==> config.mk <==
export PLATFORM = sky130hd
export DESIGN_NAME = opword_decoder
export DESIGN_NICKNAME = d
export VERILOG_FILES = /design/src/rtl/opdec_pkg.sv /design/src/rtl/opdec_primary.sv /design/src/rtl/opdec_minor.sv /design/src/rtl/opword_decoder.sv
export SDC_FILE = /design/constraint.sdc
export NUM_CORES = 1
export LEC_CHECK = 0
export BUFFER_PORTS_ARGS = -buffer_cell sky130_fd_sc_hd__buf_4
export CORE_MARGIN = 3
export CORE_UTILIZATION = 32
export CTS_CLUSTER_DIAMETER = 60
export CTS_CLUSTER_SIZE = 25
export DETAILED_ROUTE_END_ITERATION = 7
export GPL_TIMING_DRIVEN = 0
export PLACE_DENSITY = 0.58
export SLEW_MARGIN = 40
export SYNTH_ARGS = -nofsm -noshare
export SYNTH_HDL_FRONTEND = slang
export SYNTH_HIERARCHICAL = 1
export SYNTH_SLANG_ARGS = --single-unit
export TNS_END_PERCENT = 10
==> constraint.sdc <==
create_clock -name clk -period 1 [get_ports clk]
set_input_delay 0 -clock clk [delete_from_list [all_inputs] [get_ports clk]]
set_output_delay 0 -clock clk [all_outputs]
set_load 0.02 [all_outputs]
==> src/rtl/opdec_pkg.sv <==
`timescale 1ns/1ps
package opdec_pkg;
    localparam int WORD_W = 16;
    localparam int PRIM_W = 8;
    localparam int RIDX_W = 4;
    localparam int IMM_W  = 8;
    localparam int DISP_W = 10;
    localparam int OP_W   = 7;
    localparam int LEN_W  = 3;
    localparam int COND_W = 4;
    localparam int BRANCH_CONDS = 10;

    localparam logic [OP_W-1:0]  OPC_MINOR_BASE  = 7'h40;
    localparam logic [OP_W-1:0]  OPC_BRANCH_BASE = 7'h48;
    localparam logic [OP_W-1:0]  OPC_BAD         = 7'h7F;
    localparam logic [LEN_W-1:0] LEN_SHORT       = 3'd2;
    localparam logic [LEN_W-1:0] LEN_LONG        = 3'd6;

    typedef enum logic [1:0] {
        FMT_NONE  = 2'd0,
        FMT_ONE   = 2'd1,
        FMT_TWO   = 2'd2,
        FMT_THREE = 2'd3
    } fmt_e;

    typedef enum logic [1:0] {
        TRAP_NONE  = 2'd0,
        TRAP_SOFT  = 2'd1,
        TRAP_BREAK = 2'd2
    } trap_e;

    typedef enum logic {
        ST_IDLE = 1'b0,
        ST_SHOW = 1'b1
    } stage_e;

    typedef struct packed {
        fmt_e              fmt;
        logic [OP_W-1:0]   op;
        logic [RIDX_W-1:0] ra;
        logic [RIDX_W-1:0] rb;
        logic [IMM_W-1:0]  imm;
        logic [DISP_W-1:0] disp;
        logic [LEN_W-1:0]  len;
        logic              bad;
        logic              reads_a;
        logic              shift;
        trap_e             trap;
    } dec_t;
endpackage

==> src/rtl/opdec_primary.sv <==
`timescale 1ns/1ps
module opdec_primary
    import opdec_pkg::*;
(
    input  logic [PRIM_W-1:0] prim,
    output logic              legal,
    output logic              ext_word,
    output logic              reads_a,
    output logic              shift,
    output trap_e             trap
);
    always_comb begin
        legal    = (prim <= 8'h0E) || ((prim >= 8'h19) && (prim <= 8'h39));
        ext_word = prim inside {8'h01, 8'h03, 8'h08, 8'h09, 8'h0C, 8'h0D,
                                8'h1A, 8'h1B, 8'h1D, 8'h1F, 8'h20, 8'h22,
                                8'h24, 8'h30, 8'h36, 8'h37, 8'h38, 8'h39};
        reads_a  = prim inside {8'h05, 8'h26, 8'h27, 8'h28, 8'h29,
                                8'h2B, 8'h2D, 8'h2E, 8'h2F};
        shift    = prim inside {8'h27, 8'h28, 8'h2D};
        if (prim == 8'h30)      trap = TRAP_SOFT;
        else if (prim == 8'h35) trap = TRAP_BREAK;
        else                    trap = TRAP_NONE;
    end
endmodule

==> src/rtl/opdec_minor.sv <==
`timescale 1ns/1ps
module opdec_minor
    import opdec_pkg::*;
(
    input  logic [WORD_W-1:0] word,
    output logic [OP_W-1:0]   imm_op,
    output logic [OP_W-1:0]   br_op,
    output logic              br_legal
);
    logic [COND_W-1:0] cond;

    always_comb begin
        cond     = word[13:10];
        imm_op   = OPC_MINOR_BASE + OP_W'(word[13:12]);
        br_legal = (int'(cond) < BRANCH_CONDS);
        br_op    = OPC_BRANCH_BASE + OP_W'(cond);
    end
endmodule

==> src/rtl/opword_decoder.sv <==
`timescale 1ns/1ps
module opword_decoder
    import opdec_pkg::*;
(
    input  logic                    clk,
    input  logic                    rst_n,
    input  logic                    in_valid,
    input  logic [WORD_W-1:0]       in_word,
    output logic                    out_valid,
    output logic [1:0]              out_fmt,
    output logic [OP_W-1:0]         out_op,
    output logic [RIDX_W-1:0]       out_ra,
    output logic [RIDX_W-1:0]       out_rb,
    output logic [IMM_W-1:0]        out_imm8,
    output logic [DISP_W-1:0]       out_disp,
    output logic [LEN_W-1:0]        out_len,
    output logic                    out_illegal,
    output logic                    out_reads_a,
    output logic                    out_shift,
    output logic [1:0]              out_trap
);
    logic       p_legal, p_ext, p_reads_a, p_shift;
    trap_e      p_trap;
    logic [OP_W-1:0] m_imm_op, m_br_op;
    logic       m_br_legal;
    dec_t       nx, dec_q;
    stage_e     stage_q, stage_d;

    opdec_primary u_primary (
        .prim     ({1'b0, in_word[14:8]}),
        .legal    (p_legal),
        .ext_word (p_ext),
        .reads_a  (p_reads_a),
        .shift    (p_shift),
        .trap     (p_trap)
    );

    opdec_minor u_minor (
        .word     (in_word),
        .imm_op   (m_imm_op),
        .br_op    (m_br_op),
        .br_legal (m_br_legal)
    );

    always_comb begin
        nx      = '0;
        nx.fmt  = FMT_NONE;
        nx.trap = TRAP_NONE;
        nx.len  = LEN_SHORT;
        unique case (in_word[15:14])
            2'b00, 2'b01: begin
                nx.fmt     = FMT_ONE;
                nx.op      = in_word[14:8];
                nx.ra      = in_word[7:4];
                nx.rb      = in_word[3:0];
                nx.bad     = !p_legal;
                nx.len     = p_ext ? LEN_LONG : LEN_SHORT;
                nx.reads_a = p_reads_a;
                nx.shift   = p_shift;
                nx.trap    = p_trap;
            end
            2'b10: begin
                nx.fmt = FMT_TWO;
                nx.op  = m_imm_op;
                nx.ra  = in_word[11:8];
                nx.imm = in_word[7:0];
            end
            2'b11: begin
                nx.fmt  = FMT_THREE;
                nx.op   = m_br_op;
                nx.disp = in_word[9:0];
                nx.bad  = !m_br_legal;
            end
        endcase
        if (nx.bad) begin
            nx.op      = OPC_BAD;
            nx.len     = LEN_SHORT;
            nx.reads_a = 1'b0;
            nx.shift   = 1'b0;
            nx.trap    = TRAP_NONE;
        end
    end

    always_comb begin
        unique case (stage_q)
            ST_IDLE: stage_d = in_valid ? ST_SHOW : ST_IDLE;
            ST_SHOW: stage_d = in_valid ? ST_SHOW : ST_IDLE;
        endcase
    end

    always_ff @(posedge clk or negedge rst_n) begin
        if (!rst_n) stage_q <= ST_IDLE;
        else        stage_q <= stage_d;
    end

    always_ff @(posedge clk or negedge rst_n) begin
        if (!rst_n) begin
            dec_q      <= '0;
            dec_q.fmt  <= FMT_NONE;
            dec_q.trap <= TRAP_NONE;
            dec_q.len  <= LEN_SHORT;
        end else if (in_valid) begin
            dec_q <= nx;
        end
    end

    always_comb begin
        unique case (stage_q)
            ST_IDLE: out_valid = 1'b0;
            ST_SHOW: out_valid = 1'b1;
        endcase
        out_fmt     = dec_q.fmt;
        out_op      = dec_q.op;
        out_ra      = dec_q.ra;
        out_rb      = dec_q.rb;
        out_imm8    = dec_q.imm;
        out_disp    = dec_q.disp;
        out_len     = dec_q.len;
        out_illegal = dec_q.bad;
        out_reads_a = dec_q.reads_a;
        out_shift   = dec_q.shift;
        out_trap    = dec_q.trap;
    end

    assert_valid_follows_R10: assert property (@(posedge clk) disable iff (!rst_n)
        in_valid |=> out_valid);
    assert_valid_drops_R10: assert property (@(posedge clk) disable iff (!rst_n)
        !in_valid |=> !out_valid);
    assert_fields_hold_R11: assert property (@(posedge clk) disable iff (!rst_n)
        !in_valid |=> ($stable(out_op) && $stable(out_ra) && $stable(out_rb)
                       && $stable(out_imm8) && $stable(out_disp) && $stable(out_len)));
    assert_len_values_R5: assert property (@(posedge clk) disable iff (!rst_n)
        (out_len == LEN_SHORT) || (out_len == LEN_LONG));
    assert_bad_is_short_R6: assert property (@(posedge clk) disable iff (!rst_n)
        out_illegal |-> (out_len == LEN_SHORT && out_op == OPC_BAD
                         && !out_reads_a && !out_shift && out_trap == 2'b00));
    assert_minor_legal_R3: assert property (@(posedge clk) disable iff (!rst_n)
        (out_fmt == 2'd2) |-> !out_illegal);
    assert_trap_onehot_R9: assert property (@(posedge clk) disable iff (!rst_n)
        $onehot0(out_trap));
    assert_shift_reads_a_R8: assert property (@(posedge clk) disable iff (!rst_n)
        out_shift |-> out_reads_a);
endmodule

* Word-level counts from Yosys, hierarchy flattened
Index checks and enable logic that the tools add are counted.
Word-level totals: bits of input ports 19, flip-flop bits (word level) 44, logic and storage cells 75
Cells by class: multiplexer cells 16, bitwise gates (word level) 1, reduce and logical (&&, ||, !) cells 9, $add $sub $neg 2, magnitude comparators 4, equality and inequality tests 31
Operator list (number):
- 7-bit by 6-bit equality test with 1-bit output, second input constant | 17
- 7-bit by 4-bit equality test with 1-bit output, second input constant | 4
- 7-bit by 5-bit equality test with 1-bit output, second input constant | 4
- 9-bit case mux with 3 select lines | 1
- 18-bit nonzero test | 1
- 4-bit two-way mux | 3
- 10-bit two-way mux | 1
- 3-bit two-way mux | 3
- 9-bit nonzero test | 1
- 8-bit two-way mux | 1
- 4-bit case mux with 2 select lines | 1
- 7-bit by 2-bit adder with 7-bit output, first input constant | 1
- 7-bit by 4-bit adder with 7-bit output, first input constant | 1
- 7-bit by 1-bit equality test with 1-bit output, second input constant | 1
- 7-bit by 2-bit equality test with 1-bit output, second input constant | 1
- 7-bit by 3-bit equality test with 1-bit output, second input constant | 1
- 7-bit by 5-bit >= comparator with 1-bit output, second input constant | 1
- 7-bit by 4-bit less-or-equal comparator with 1-bit output, second input constant | 1
- 7-bit by 6-bit less-or-equal comparator with 1-bit output, second input constant | 1
- 7-bit two-way mux | 1
- 2-bit equality test, second input constant | 2
- 4-bit < comparator, second input constant | 1
- 2-bit two-way mux | 2
- 1-bit case mux with 2 select lines | 2
- 9 further kinds | 10

* Longest topological paths before layout
Gate-level depths: netlist of run 1.
depth in word-level cells 6, depth in mapped cells 7, gate-level depth less buffers 6

* By module
The synthesis of run 1 kept the hierarchy.
By module, submodules not included:
- opword_decoder | area an instance 1756.7 µm², times used 1, cells an instance 149
- opdec_primary | area an instance 261.5 µm², times used 1, cells an instance 43
- opdec_minor | area an instance 113.9 µm², times used 1, cells an instance 17

* Worst setup path before layout of run 1
No wires, ideal clock.
path kind in2reg, from input port in_word[10], to register dec_q (netlist bit out_op[6]), library setup time 0.082 ns, stages 7, arrival time 1.117 ns, path slack -0.198 ns, path through buf_6 > or3_1 > a21oi_1 > nor3_1 > o21ai_0 > a31oi_2 > a31oi_1
On the way: word-level cells in the longest chain between the ends 6, elaborated cells between the ends (all ways) 12
Ends and longest elaborated chain:
- start: declaration | line opword_decoder.sv:8 | input logic [WORD_W-1:0] in_word,
- 7-bit by 5-bit >= comparator with 1-bit output or 7-bit by 6-bit less-or-equal comparator with 1-bit output (tied branches) | line opdec_primary.sv:13 | legal = (prim <= 8'h0E) || ((prim >= 8'h19) && (prim <= 8'h39));
- 1-bit logical AND | line opdec_primary.sv:13
- 1-bit logical OR (*) | line opdec_primary.sv:13
- named net p_legal | line opword_decoder.sv:22 | logic p_legal, p_ext, p_reads_a, p_shift;
- 1-bit logical NOT (*) | line opword_decoder.sv:56 | nx.bad = !p_legal;
- 1-bit case mux with 2 select lines (*) | line opword_decoder.sv:50 | unique case (in_word[15:14])
- 7-bit two-way mux (*) | line opword_decoder.sv:75 | if (nx.bad) begin
- end signal: assignment | line opword_decoder.sv:103 | dec_q <= nx;
- end: declaration | line opword_decoder.sv:26 | dec_t nx, dec_q;
The timed path passes the listed nets; every way through them passes the cells marked *. A chain may end at the register's enable or synchronous reset.

* Worst setup path in the final report of run 1
from input port in_word[8], to register dec_q (netlist bit out_op[6])
Same word-level chain as after synthesis.

==> results of run 1 <==
[final cells by class]
type | count | area (µm²) | area share [%]
Sequential cell | 42 | 1050 | 34.1
Multi-Input combinational cell | 138 | 942 | 30.5
Tap cell | 77 | 96.3 | 3.12
Clock inverter | 2 | 10.0 | 0.324
Clock buffer | 5 | 68.8 | 2.23
Inverter | 9 | 33.8 | 1.09
Timing Repair Buffer | 82 | 696 | 22.5
Buffer | 25 | 188 | 6.08
[what timing repair did]
| item | in CTS | in global routing |
|---|---|---|
| hold endpoints to repair | 65 | 1 |
| setup endpoints to repair | 8 | 13 |
| hold buffers | 10 | 1 |
| resized for setup | 5 | 26 |
| pin swaps | 3 | 7 |
| setup buffers | 1 | 10 |
[synth_stat cells (2+ instances only)]
cell	number
mux2_2	6
nand3_1	2
clkbuf_1	3
nor2b_1	2
mux2i_1	6
o2bb2ai_1	5
conb_1	4
buf_4	19
buf_6	2
buf_2	3
inv_1	7
a21oi_1	9
inv_2	2
nor3_1	3
nand2_1	15
o21ai_0	9
a22o_1	18
dfrtp_1	42
nand3b_1	4
a221oi_1	6
nor2_1	22
[per-stage QoR]
stage / util (%) / power (mW)
global placement: 42.5 / 2.79
finish: 48.3 / 3.91
detailed placement: 42.5 / 2.80
global route: 48.3 / 4.11
floorplan: - / 2.40
CTS: 45.7 / 3.89
[tightest hold or removal path: cells and delay by family]
kind | cells | cell delay, ns
buffers and inverters | 1 | 0.11
AOI/OAI and AO/OA | 1 | 0.07
and+or+nand+nor | 1 | 0.08
[final timing paths]
path                                            start                       to  slack, ns  depth (start not counted)
max in group asynchronous                       rst_n    out_ra[3]$_DFFE_PN0P_       0.39                          2
worst max-delay path                       in_word[8]    out_op[6]$_DFFE_PN0P_       0.04                          7
min in group asynchronous                       rst_n  out_imm8[4]$_DFFE_PN0P_       0.24                          2
worst min register to register  out_shift$_DFFE_PN0P_    out_shift$_DFFE_PN0P_       0.50                          1
worst min-delay path                      in_word[10]    out_ra[2]$_DFFE_PN0P_       0.01                          3
worst max register to register  out_rb[3]$_DFFE_PN0P_    out_rb[3]$_DFFE_PN0P_       0.18                          2
[power breakdown]
part / leakage, nW / switching, mW / internal (mW)
clock: 0.0438 / 0.566 / 0.469
sequential: 0.528 / 0.0634 / 1.81
combinational: 0.907 / 0.523 / 0.475
total: 1.48 / 1.15 / 2.76
[registers in the layout, indices dropped and copies added (netlist names)]
register     count
out_rb           4
stage_q          1
out_op           7
out_trap         2
out_reads_a      1
out_illegal      1
out_fmt          2
out_ra           4
out_imm8         8
out_len          1
out_shift        1
out_disp        10
[cells by family after synthesis]
group                  after synthesis  synth area share (%)
AND/OR/NAND/NOR                     57                  13.1
AO/OA/AOI/OAI                       56                  19.5
XOR/XNOR                             2                 0.822
multiplexers                        12                  5.99
other                                4                 0.704
flip-flops                          42                  49.3
buffers and inverters               36                  10.6
[per-layer routing]
layer	global-route usage, %	vias up	share of wire [%]
li1	-	898	-
met1	18.7	860	45
met2	25.7	56	48
met3	3.20	7	6.3
met4	5.02	0	1.3
met5	0	-	0
==> impl_metrics.json, run 1 <==
{
  "fin_skew_ns": 0,
  "hold_viol": 0,
  "cp.required_ns": 1.22,
  "grt_overflow": 0,
  "drive_gt1_share_pct": 41.3,
  "min_period_over_period_pct": 95.9,
  "cts.sinks": 42,
  "syn_inst": 209,
  "netlist_top_cells_area": "dfrtp_1 (49%), a22o_1 (7.4%), buf_4 (6.7%), nor2_1 (3.9%), mux2_2 (3.2%)",
  "timing.final.max_slew_violations": 0,
  "dp_hpwl_um": 3980,
  "num_vias": 1821,
  "port_buffers": 60,
  "max_slew_margin_pct": 64.4,
  "rsz0062_at_grt": "yes",
  "final_cell_mix": "buf_4 (83), dfrtp_1 (42), nor2_1 (21)",
  "leakage_nw": 1.48,
  "cp.arrival_ns": 1.18,
  "outcome": "complete, no violations",
  "yosysUniqueCellTypes": 41,
  "coreArea_mm2": 0.00639,
  "clkLatencyLatePin_ns": 0.29,
  "vdd_drop_max_mv": 0.647,
  "root_buffer": "clkbuf_8",
  "synth_top_cell_by_area": "dfrtp_1",
  "ys.flop_type": "dfrtp_1",
  "yosysTopAreaCellShare_pct": 49.3,
  "die_x_um": 87.6,
  "cts_buffers": 5,
  "slowest_stage": "or3_4",
  "finalNonFillerCells": 380,
  "drc": 0,
  "holdWs_ns": 0.00965,
  "period_needed_ns": 0.959,
  "hold_class": "input port to flip-flop",
  "tritoncts": "yes",
  "synth_edf_count": 0,
  "die-area_mm2": 0.00768,
  "antenna_left": 0,
  "routedWlPerCell_um": 15.0,
  "cp_max_fo": 8,
  "gp_congestion": 0.817,
  "clock.fmax_ghz": 1.04,
  "track_usage_pct": 15.0,
  "ys_seq_elements": 42,
  "clockBufferDepth": 2,
  "top_level_ports": 63,
  "dr.pass1.iters": 4,
  "die_h_um": 87.6,
  "path_buf_inv": 1,
  "seq_area_frac_synth_pct": 49.3,
  "path_clk_slew_ns": 0.08,
  "viasPerCell": 4.79,
  "path_class": "input port to flip-flop",
  "place_area_mm2": 0.00271,
  "grt_pass1_wl_um": 9060,
  "dp_cells": 353,
  "start_util_pct": 33.4,
  "rows": 29,
  "nets": 322,
  "fillers": 615,
  "crit_chain": "buf_12, or3_4, a21oi_2, nor3_2, o21ai_2, a31oi_4, a31oi_1",
  "final_common_cell": "buf_4",
  "critPathLaunchType": "input port",
  "grt_max_degree": 43,
  "synth_async_sr_flop_share_pct": 100,
  "avgSynthCellArea_um2": 10.2,
  "cp_top_family": "compound AO/OA/AOI/OAI gates",
  "dp_worst_setup_slack_ns": -0.631,
  "routed_wl_um": 5690,
  "worst_slack_ns": 0.0414,
  "yosys_warnings": 6,
  "max_stage_delay_ns": 0.39,
  "drv_cap": 0,
  "crit_path_end_kind": "flip-flop",
  "worst_pin_slew_ns": 0.534,
  "fin_area_mm2": 0.00309,
  "first_iter_violations": 81,
  "grt_pass1_vias": 1829,
  "tns_ns": 0,
  "powerDensity_mw_per_mm2": 1270,
  "antenna_found_initial": 0,
  "diodes": 0,
  "cts.htree.levels": 2,
  "syn_to_final_growth_pct": 44.7,
  "setup_viol": 0,
  "netlist_area_mm2": 0.00213
}
(Power assumes the default switching activity.)
==> inputs of run 2 (changes only) <==
--- a/config.mk
+++ b/config.mk
@@ -14,3 +14,3 @@
 export GPL_TIMING_DRIVEN = 0
-export PLACE_DENSITY = 0.58
+export PLACE_DENSITY = 0.59
 export SLEW_MARGIN = 40
@@ -18,3 +18,2 @@
 export SYNTH_HDL_FRONTEND = slang
-export SYNTH_HIERARCHICAL = 1
 export SYNTH_SLANG_ARGS = --single-unit
==> constraint.sdc (replaced) <==
create_clock -name clk -period 1 [get_ports clk]
set_input_delay 0.1 -clock clk [delete_from_list [all_inputs] [get_ports clk]]
set_output_delay 0.1 -clock clk [all_outputs]
set_load 0.02 [all_outputs]
==> run 2 against run 1 <==
The run now ends with negative setup slack left. Critical endpoint is now out_op[3]$_DFFE_PN0P_. Largest cell class unchanged. Combinational power decreased by 14%. Clock power increased by 27%. Via count decreased by 11%. First-iteration DRC count decreased by 20%. Flip-flop and latch count unchanged. Largest power group unchanged. Highest routed layer unchanged. Core utilization decreased by 0.95 points. Die area decreased by 11%. Worst hold slack improved by 0.032 ns. Maximum frequency decreased by 5.2%. Wire length decreased by 11%.
==> impl_metrics.json, run 2 <==
{
  "outcome": "finished with violations",
  "violations": "negative setup slack",
  "cp_top_family": "compound AO/OA/AOI/OAI gates",
  "netlist_area_mm2": 0.00188,
  "drive_gt1_share_pct": 39.0,
  "grt_max_degree": 43,
  "seq_area_frac_synth_pct": 55.9,
  "leakage_nw": 1.24,
  "grt_pass1_wl_um": 8070,
  "hold_class": "input port to flip-flop",
  "final_common_cell": "buf_4",
  "vdd_drop_max_mv": 0.622,
  "grt_pass1_vias": 1590,
  "utilization_pct": 47.4,
  "place_area_mm2": 0.00243,
  "cts_buffers": 5,
  "yosys_warnings": 0,
  "top_level_ports": 63,
  "gp_congestion": 0.818,
  "path_buf_inv": 1,
  "die-area_mm2": 0.00683,
  "dp_hpwl_um": 3620,
  "die_h_um": 82.6,
  "timing.final.max_slew_violations": 0,
  "syn_nets": 194,
  "powerDensity_mw_per_mm2": 1530,
  "grt_overflow": 0,
  "avgSynthCellArea_um2": 10.7,
  "holdWs_ns": 0.0415,
  "antenna_left": 0,
  "track_usage_pct": 15.6,
  "yosysUniqueCellTypes": 41,
  "ys_seq_elements": 42,
  "cts.sinks": 42,
  "clockBufferDepth": 2,
  "cp.required_ns": 1.18,
  "nets": 264,
  "fin_area_mm2": 0.00266,
  "worst-r2r-setup-slack_ns": 0.16,
  "synth_edf_count": 0,
  "yosysMostFrequentCell": "dfrtp_1",
  "min_from": "in_word[2]",
  "num_vias": 1623,
  "hold_viol": 0,
  "clkLatencyLatePin_ns": 0.29,
  "largest_register_ff_count": 10,
  "rsz0062_at_grt": "yes",
  "clock.fmax_ghz": 0.989,
  "netlist_top_cells_area": "dfrtp_1 (56%), a22o_1 (8.4%), nor2_1 (4.0%), o221a_1 (2.4%), a221oi_1 (2.3%)",
  "fin_total_pwr_mw": 4.05,
  "coreArea_mm2": 0.00561,
  "syn_to_final_growth_pct": 41.3,
  "cts.htree.levels": 2,
  "critPathLaunchType": "input port",
  "routed_wl_um": 5080,
  "path_clk_slew_ns": 0.08,
  "period_needed_ns": 1.01,
  "slowest_stage": "a211oi_4",
  "max_stage_delay_ns": 0.29,
  "drc": 0,
  "setup_viol": 3,
  "min_period_over_period_pct": 101,
  "root_buffer": "clkbuf_8",
  "synthTopCellsByCount": "dfrtp_1 (42), nor2_1 (20), a22o_1 (18)",
  "start_util_pct": 33.5,
  "synth_top_cell_by_area": "dfrtp_1",
  "yosysTopAreaCellShare_pct": 55.9,
  "routedWlPerCell_um": 16.0,
  "reg2reg_to": "out_rb[0]$_DFFE_PN0P_",
  "crit_path_end_kind": "flip-flop",
  "hold_depth": 2,
  "dr.pass1.iters": 4,
  "port_buffers": 60,
  "viasPerCell": 5.10,
  "first_iter_violations": 65,
  "synth_async_sr_flop_share_pct": 100,
  "dp_worst_setup_slack_ns": -0.401,
  "tritoncts": "yes",
  "worst_slack_ns": -0.0114,
  "max_slew_margin_pct": 64.6,
  "worst_pin_slew_ns": 0.531,
  "cp.arrival_ns": 1.19,
  "final_cell_mix": "buf_4 (60), dfrtp_1 (42), nor2_1 (19)",
  "die_x_um": 82.6,
  "fin_skew_ns": 0,
  "path_class": "input port to flip-flop",
  "rows": 27,
  "ys.flop_type": "dfrtp_1",
  "reg2regPathDepth": 2,
  "regToRegStartpoint": "out_rb[0]$_DFFE_PN0P_",
  "diodes": 0,
  "cp_max_fo": 7,
  "whs_endpoint": "out_disp[2]$_DFFE_PN0P_",
  "drv_cap": 0,
  "antenna_found_initial": 0,
  "syn_inst": 175,
  "crit_chain": "buf_4, or3b_4, o2bb2ai_4, a211oi_4, nand2_4, o221a_1"
}
==> run 2: cell families (layout without fill, tap and decap cells) <==
family / after synthesis / in the layout / synth area share (%)
compound gates: 59 / 59 / 25.4
simple gates: 46 / 46 / 11.5
flops: 42 / 42 / 55.9
buf+inv: 25 / 96 / 6.26
other cells: 2 / 2 / 0.400
xor+xnor: 1 / 1 / 0.466
==> run 2: power by group <==
group          switching, mW  internal, mW
sequential            0.0719          1.82
combinational          0.486         0.371
clock                  0.573         0.735
==> run 2: worst max path at each step <==
stage	depth (start not counted)	start	endpoint	slack [ns]
finish	6	in_word[11]	out_op[3]$_DFFE_PN0P_	-0.01
global route	6	in_word[11]	out_op[0]$_DFFE_PN0P_	-0.08
CTS	6	in_word[13]	out_op[5]$_DFFE_PN0P_	-0.06
detailed placement	4	in_valid	out_op[4]$_DFFE_PN0P_	-0.40
global placement	6	in_word[10]	out_op[1]$_DFFE_PN0P_	-0.38
floorplan	5	in_word[13]	out_len[2]$_DFFE_PN0P_	-0.06
==> run 2: through the flow <==
step / TNS [ns] / instances
global route: -0.382 / 318
detailed placement: -11.64 / 307
floorplan: -0.286 / 175
finish: -0.0174 / 318
CTS: -0.103 / 318
global placement: -11.25 / 307
==> run 2: layer usage <==
metal	track usage (%)	share of wire, %	vias to the layer above
li1	-	-	778
met1	21.1	45	788
met2	25.6	47	52
met3	3.15	6.5	5
met4	3.43	1.0	0
met5	0	0	-
==> run 2: area by class of cell <==
| type | count | area, µm² |
|---|---|---|
| buffer | 14 | 82.6 |
| fill | 558 | 2950 |
| inverter | 11 | 41.3 |
| multi-input combinational | 108 | 786 |
| clock buffer | 5 | 68.8 |
| clock inverter | 3 | 40.0 |
| tap | 72 | 90.1 |
| timing repair buffer | 63 | 497 |
| sequential | 42 | 1050 |
==> run 2: what timing repair did <==
action,4_1_cts,5_1_grt
gates resized for setup,3,20
pin swaps,2,3
setup buffers,1,0
endpoints found under the hold margin,43,0
setup endpoints to repair,23,13
hold buffers,2,0
==> run 2: worst reg2reg max path, stage by stage (launching register included) <==
cell	delay [ns]
dfrtp_1	0.41
nor2b_1	0.14
a31o_1	0.19
==> inputs of run 3 (changes only) <==
- CORE_ASPECT_RATIO: unset -> 1.5
- CORE_MARGIN: 3 -> unset
==> run 3 against run 2 <==
The flow still finishes with violations (negative setup slack). Final area shrank 2.9%. Non-clock buffer count rose by 1. Flip-flop and latch count did not move. Die area shrank 9.4%. Clock skew stayed put. Critical path depth unchanged. Critical path type unchanged. Largest power group unchanged.
==> impl_metrics.json, run 3 (synthesis results as in run 2) <==
{
  "clkLatencyLatePin_ns": 0.28,
  "leakage_nw": 1.22,
  "multi_input_area_um2": 732,
  "setup_viol": 6,
  "clock.fmax_ghz": 0.942,
  "worst_slack_ns": -0.0620,
  "place_area_mm2": 0.00242,
  "vdd_drop_max_mv": 0.448,
  "slowest_stage": "or3b_1",
  "dr.pass1.iters": 4,
  "cts.htree.levels": 2,
  "first_iter_violations": 85,
  "period_needed_ns": 1.06,
  "die-area_mm2": 0.00619,
  "hold_class": "input port to flip-flop",
  "path_clk_slew_ns": 0.07,
  "violations": "negative setup slack",
  "clockBufferDepth": 2,
  "max_slew_margin_pct": 66.1,
  "regToRegStartpoint": "out_rb[2]$_DFFE_PN0P_",
  "critPathLaunchType": "input port",
  "antenna_found_initial": 0,
  "finalNonFillerCells": 317,
  "die_x_um": 64.6,
  "routedWlPerCell_um": 15.3,
  "crit_path_end_kind": "flip-flop",
  "coreArea_mm2": 0.00557,
  "rsz0062_at_grt": "yes",
  "grt_pass1_vias": 1584,
  "grt_pass1_wl_um": 7900,
  "start_util_pct": 33.7,
  "timing.final.max_slew_violations": 0,
  "drive_gt1_share_pct": 36.8,
  "largest_register_ff_count": 10,
  "path_class": "input port to flip-flop",
  "nets": 265,
  "worst-r2r-setup-slack_ns": 0.18,
  "cp.arrival_ns": 1.25,
  "cp_top_family": "compound AO/OA/AOI/OAI gates",
  "min_period_over_period_pct": 106,
  "antenna_left": 0,
  "cpMostUsedCell": "buf_4",
  "hold_viol": 0,
  "tritoncts": "yes",
  "cp_max_fo": 3,
  "outcome": "finished with violations",
  "drc": 0,
  "worst_pin_slew_ns": 0.508,
  "root_buffer": "clkbuf_8",
  "gp_congestion": 0.754,
  "grt_overflow": 0,
  "dp_cells": 305,
  "max_stage_delay_ns": 0.38,
  "top_level_ports": 63,
  "powerDensity_mw_per_mm2": 1480,
  "reg2reg_to": "out_rb[2]$_DFFE_PN0P_",
  "path_buf_inv": 2,
  "diodes": 0,
  "dp_hpwl_um": 3570,
  "routed_wl_um": 4860,
  "grt_max_degree": 43,
  "fin_skew_ns": 0,
  "crit_end": "out_op[5]$_DFFE_PN0P_",
  "track_usage_pct": 16.8,
  "regArea_mm2": 0.00105,
  "fin_area_mm2": 0.00258,
  "syn_to_final_growth_pct": 37.2,
  "num_vias": 1652,
  "cts.sinks": 42,
  "drv_cap": 0,
  "viasPerCell": 5.21,
  "critical_path_depth": 6,
  "final_cell_mix": "buf_4 (63), dfrtp_1 (42), nor2_1 (19)",
  "fillers": 586,
  "cp.required_ns": 1.19,
  "cts_buffers": 5,
  "critPathLaunch": "in_word[12]",
  "crit_chain": "buf_4, or3b_1, o2bb2ai_2, a211oi_2, buf_4, a311oi_1",
  "final_common_cell": "buf_4",
  "die_h_um": 95.9,
  "rows": 33,
  "reg2regPathDepth": 2,
  "port_buffers": 60
}
run 3: changes by cell type in the layout (fill, tap and decap cells not counted), sizes merged:
cell | previous run | this run
buf | 69 | 70
clkinv | 2 | 1
clkbuf | 11 | 13
bufinv | 1 | 0
run 3: cell type report:
class / instances / share of cell area (%)
Timing Repair Buffer: 64 / 19.3
Multi-Input combinational cell: 108 / 28.4
Clock buffer: 7 / 3.35
Clock inverter: 1 / 0.194
Tap cell: 70 / 3.40
Sequential cell: 42 / 40.8
Buffer: 14 / 3.06
Inverter: 11 / 1.60
run 3: where the power goes:
group	total [mW]	internal (mW)	switching [mW]
Combinational	0.825	0.357	0.468
Sequential	1.89	1.82	0.0740
Clock	1.10	0.557	0.547
Total	3.82	2.73	1.09
run 3: worst reg2reg max path: cells and delay by family (launching register included):
family,cells,cell delay (ns)
DFF,1,0.38
AOI/OAI and AO/OA,1,0.20
and+or+nand+nor,1,0.13
run 3: metrics by stage:
step                utilization (%)  hold WS (ns)  total power [mW]  setup TNS, ns  setup WS, ns
CTS                            45.5        0.0394              3.84         -0.276       -0.0651
global route                   46.3        0.0372              4.00         -0.483        -0.108
finish                         46.3        0.0456              3.82         -0.181       -0.0620
detailed placement             43.5         0.111              2.73         -10.53        -0.401
floorplan                         -        -0.196              2.34         -0.286       -0.0597
global placement               43.5         0.117              2.72         -10.44        -0.365
run 3: metal layers:
| layer | vias up | wire, µm | track usage (%) |
|---|---|---|---|
| met2 | 55 | 2590 | 29.7 |
| met3 | 6 | 208 | 2.96 |
| met1 | 809 | 1970 | 20.0 |
| li1 | 782 | - | - |
| met4 | 0 | 87 | 6.85 |
| met5 | - | 0 | 0 |
run 3: how the worst min path moves through the flow:
stage / from / end / cells past startpoint
2_1_floorplan: rst_n / out_disp[0]$_DFFE_PN0P_ / 0
3_3_place_gp: rst_n / out_imm8[5]$_DFFE_PN0P_ / 1
3_5_place_dp: rst_n / out_imm8[5]$_DFFE_PN0P_ / 1
4_1_cts: in_word[4] / out_disp[4]$_DFFE_PN0P_ / 2
5_1_grt: in_word[2] / out_imm8[2]$_DFFE_PN0P_ / 2
6_report: in_word[2] / out_disp[2]$_DFFE_PN0P_ / 2
run 3: timing repair:
action,4_1_cts,5_1_grt
hold buffers,2,0
pin swaps,1,6
setup buffers,0,2
endpoints found under the hold margin,43,0
resized for setup,1,8
endpoints found under the setup margin,15,19
